### src/rtl/overlay_window_seq.sv
module overlay_window_seq #(
  parameter int N_OVL     = 4,
  parameter int LEN_W     = 10,
  parameter int EPOCH_W   = 14,
  parameter int PORTS     = 5,
  parameter int SRC_W     = 4,
  parameter int ROUTER_ID = 0,
  localparam int IDX_W    = (N_OVL > 1) ? $clog2(N_OVL) : 1,
  localparam int CFG_W    = PORTS * SRC_W
) (
  input  logic                   clk,
  input  logic                   rst_n,
  input  logic [EPOCH_W-1:0]     epoch_len,
  input  logic [LEN_W-1:0]       dflt_len,
  input  logic [N_OVL*LEN_W-1:0] bcast_lens,
  output logic [CFG_W-1:0]       xbar_cfg,
  output logic                   cfg_upd,
  output logic [IDX_W-1:0]       ovl_idx
);

  localparam int NCODE = 2 * PORTS + 1;

  function automatic logic [CFG_W-1:0] rom_row(input logic [IDX_W-1:0] o);
    logic [CFG_W-1:0] row;
    row = '0;
    for (int p = 0; p < PORTS; p++)
      row[p*SRC_W +: SRC_W] = SRC_W'((int'(o) * 3 + p * 7 + ROUTER_ID) % NCODE);
    return row;
  endfunction

  logic [LEN_W-1:0]   wlen [N_OVL];
  logic [LEN_W-1:0]   loc;
  logic [EPOCH_W:0]   glob;
  logic [IDX_W-1:0]   idx;
  logic               moved;

  logic [LEN_W-1:0]   cur_len;
  logic               epoch_end;
  logic               win_end;
  logic [IDX_W-1:0]   next_idx;

  assign cur_len   = wlen[idx];
  assign epoch_end = glob >= {1'b0, epoch_len};
  assign win_end   = !epoch_end && (loc >= cur_len);
  assign next_idx  = (idx == IDX_W'(N_OVL - 1)) ? '0 : idx + 1'b1;

  always_ff @(posedge clk) begin
    if (!rst_n) begin
      for (int i = 0; i < N_OVL; i++) wlen[i] <= dflt_len;
      loc      <= '0;
      glob     <= '0;
      idx      <= '0;
      moved    <= 1'b0;
      cfg_upd  <= 1'b0;
      ovl_idx  <= '0;
      xbar_cfg <= rom_row('0);
    end else begin
      moved   <= epoch_end || win_end;
      cfg_upd <= moved;
      if (moved) begin
        xbar_cfg <= rom_row(idx);
        ovl_idx  <= idx;
      end
      if (epoch_end) begin
        for (int i = 0; i < N_OVL; i++) wlen[i] <= bcast_lens[i*LEN_W +: LEN_W];
        loc  <= '0;
        glob <= '0;
        idx  <= '0;
      end else if (win_end) begin
        idx  <= next_idx;
        glob <= glob + {{(EPOCH_W+1-LEN_W){1'b0}}, loc};
        loc  <= LEN_W'(1);
      end else begin
        loc <= loc + 1'b1;
      end
    end
  end

endmodule


### config.mk
export PLATFORM = sky130hd
export DESIGN_NAME = overlay_window_seq
export DESIGN_NICKNAME = d
export VERILOG_FILES = /design/src/rtl/overlay_window_seq.sv
export SDC_FILE = /design/constraint.sdc
export NUM_CORES = 1
export LEC_CHECK = 0
export ABC_AREA = 0
export CAP_MARGIN = 20
export CORE_MARGIN = 2
export CORE_UTILIZATION = 53
export CTS_CLUSTER_SIZE = 30
export DETAILED_ROUTE_END_ITERATION = 8
export PLACE_DENSITY_LB_ADDON = 0.2
export SYNTH_ARGS = -nofsm -noshare
export SYNTH_HDL_FRONTEND = slang
export SYNTH_SLANG_ARGS = --single-unit
### constraint.sdc
create_clock -name clk -period 3.7 [get_ports clk]
set_input_delay 0.37 -clock clk [delete_from_list [all_inputs] [get_ports clk]]
set_output_delay 0.37 -clock clk [all_outputs]
set_load 0.05 [all_outputs]
==> results.yml <==
finish:
  diodes: 0
  drive_above_1_share_pct: 17.5
  fill_cells: 708
  nNetsFinal: 612
  syn_to_final_growth_pct: 21.3
  fin_area_um2: 6080
clock_network:
  cts_tree: "built"
  htreeDepth: 3
  cts_buffer_depth: 2
  cts_hold_buf: 0
  cts-root-buf: "clkbuf_8"
  post_cts_resized: 0
  clk_latency_ns: 0.37
  clkSlewWorstSetupHoldPaths_ns: 0.09
  cts_buffers: 9
  clock_sinks: 84
  cts_setup_buffers: 0
synthesis:
  synth_top_area_cell: "edfxtp_1"
  synth_compound_area_share_pct: 10.3
  synthFlopType: "dfxtp_1"
  synth_cells: 422
  ys_warn_count: 0
  synth.area.top_cells: "edfxtp_1 (24%), dfxtp_1 (18%), mux2_4 (12%)"
  synth_xor_xnor_area_share_pct: 2.62
  synth_common_cells: "dfxtp_1 (44), ha_1 (42), edfxtp_1 (40), mux2_4 (40), inv_1 (34)"
  muxShareOfSynthArea_pct: 18.7
  synth_edf_count: 40
  yosys.area_share.simple_pct: 9.29
  yosysMostFrequentCell: "dfxtp_1"
  synthArstFlopShare_pct: 0
  synth_top_area_share_pct: 24.0
  yosysSeqAreaShare_pct: 41.5
  synth_fp_nets: 531
  synth_top_family_by_area: "multiplexers"
  synth.distinct_cells: 64
  yosys_register_bits: 84
  synth_fa_ha_area_share_pct: 10.9
  syn_area_per_cell_um2: 11.9
  synth_area_um2: 5010
hold_path:
  min_to: "xbar_cfg[5]"
  hold_path_class: "reg -> reg"
  holdPathStages: 2
  holdCritStartpoint: "xbar_cfg[5]"
floorplan:
  start_util_pct: 54.5
  core_um2: 9200
  die_area_um2: 10200
  num_io_pins: 89
  num_rows: 35
  die_w_um: 101
  die_y_um: 101
global_route:
  track_usage_pct: 19.4
  grt_first_pass_wirelength_mm: 15.6
  grt_pass1_vias: 3440
  grt_overflow: 0
  grt_max_degree: 44
  grt_antenna_before_repair: 0
sta:
  period_needed_ns: 3.07
  finalHoldViolations: 0
  post-route-period-util_pct: 83.0
  tightest_slew_ns: 0.728
  skew_ns: 0.0131
  final-setup-viol-count: 0
  rsz0062_at_grt: "false"
  maxSlewHeadroom_pct: 51.4
  fmax_mhz: 326
  slew_viol_final: 0
  finalSetupTns_ns: 0
critical_path:
  critPathMaxStageDelay_ns: 0.71
  path_cells: "mux4_2 > inv_1 > ha_1 > a21oi_1 > a211oi_1 > a2111oi_4 > nand2_1 > nand4_1 > mux2i_1"
  cp_top_family: "multiplexers"
  cp.buffers_inverters: 1
  worstRegToRegCells: 9
  crit_fanout: 14
  crit_arrival_ns: 3.37
  critPathKind: "reg -> reg"
  slowest_stage: "dfxtp_1"
  cp.required_ns: 4.00
  reg2reg_to: "glob[12]"
  crit_path_start_kind: "register"
  rrSetupSlack_ns: 0.63
  critical_path.endpoint_type: "register"
detailed_routing:
  dr.pass1.iters: 5
  drt-initial-drc-count: 98
  wl_per_cell_um: 15.1
  drcViolationCount: 0
  drt-total-wl_mm: 9.37
  vias_per_cell: 5.37
  vias: 3327
  detail-route-antenna-nets: 0
placement:
  gp_congestion: 0.824
  dp_hpwl_mm: 7.26
  portBuffers: 88
  dpl_cell_area_um2: 5850
pwr:
  pwr_density_cell_nw_per_um2: 340
  p_leak_nw: 2.59
  ir_worst_vdd_v: 0.000191
job:
  cap_violations: 0
run_status:
  outcome: "finished, final reports clean"
## power breakdown
group,total [W],switching [W],internal [W]
clock,0.000750,0.000357,0.000393
combinational,0.000270,0.000108,0.000161
sequential,0.00105,0.0000333,0.00102
total,0.00207,0.000499,0.00157
## worst reg2reg max path, stage by stage (launching register included)
cell	delay, ns
dfxtp_1	0.71
mux4_2	0.58
inv_1	0.07
ha_1	0.25
a21oi_1	0.17
a211oi_1	0.12
a2111oi_4	0.29
nand2_1	0.37
nand4_1	0.25
mux2i_1	0.20
## routing by layer
metal	vias to the layer above	track usage (%)	routed length (um)
met5	-	0	0
met1	1565	24.5	4180
li1	1680	-	-
met2	72	33.4	4700
met3	10	3.86	336
met4	0	6.76	146
## through the flow
step / util [%] / cells / worst slack, ns / power, W / hold WS, ns
floorplan: - / 422 / 1.09 / 0.00123 / 0.451
global placement: 63.6 / 603 / 0.697 / 0.00133 / 0.466
detailed placement: 63.6 / 603 / 0.636 / 0.00134 / 0.469
CTS: 66.1 / 619 / 0.612 / 0.00209 / 0.492
global route: 66.1 / 619 / 0.294 / 0.00215 / 0.520
finish: 66.1 / 619 / 0.629 / 0.00207 / 0.484
## state kept, by name (all words and copies together) (netlist names), named ones only
signal,flops
ovl_idx,2
idx,2
moved,1
glob,15
xbar_cfg,11
wlen,40
loc,10
cfg_upd,1
## kinds of logic after synthesis
kind of cell             Yosys count
AO/OA/AOI/OAI                     73
XOR/XNOR                          15
multiplexers                      61
adder cells (fa/ha/maj)           43
buffers and inverters             56
flip-flops                        84
AND/OR/NAND/NOR                   90
## worst max path at each step
| stage | depth (start not counted) | end | start |
|---|---|---|---|
| finish | 9 | glob[12] | register |
| global route | 9 | glob[6] | register |
| CTS | 9 | glob[12] | register |
| detailed placement | 9 | idx[0] | register |
| global placement | 9 | register | register |
| floorplan | 8 | wlen[0][0] | epoch_len[10] |
## cells in the final DEF, fill, tap and decap left out, types with 2 or more instances in the layout
cell type	n
clkdlybuf4s50_1	88
dfxtp_1	44
ha_1	42
mux2_4	40
edfxtp_1	40
inv_1	34
nand2_1	28
a21oi_1	23
nor2_1	21
o21ai_0	16
mux2i_1	11
mux4_2	10
nand3_1	10
xor2_1	9
clkbuf_8	9
nand2b_1	8
nand4_1	7
xnor2_1	6
o21a_1	4
a21o_1	3
inv_6	3
buf_4	3
a31oi_1	2
o21ai_2	2
o22ai_1	2
a211oi_1	2
o221a_2	2
and3_1	2
and2_1	2
bufinv_16	2
## cell type report
type	instances	area (um2)	share of cell area, %
well taps	111	139	2.28
clock buffers	9	124	2.04
inverters	35	131	2.16
repair buffers	91	903	14.9
clock inverters	7	106	1.75
flip-flops and latches	84	2080	34.2
multi-input cells	282	2590	42.7
No activity file was read; power rests on OpenSTA's default activity.
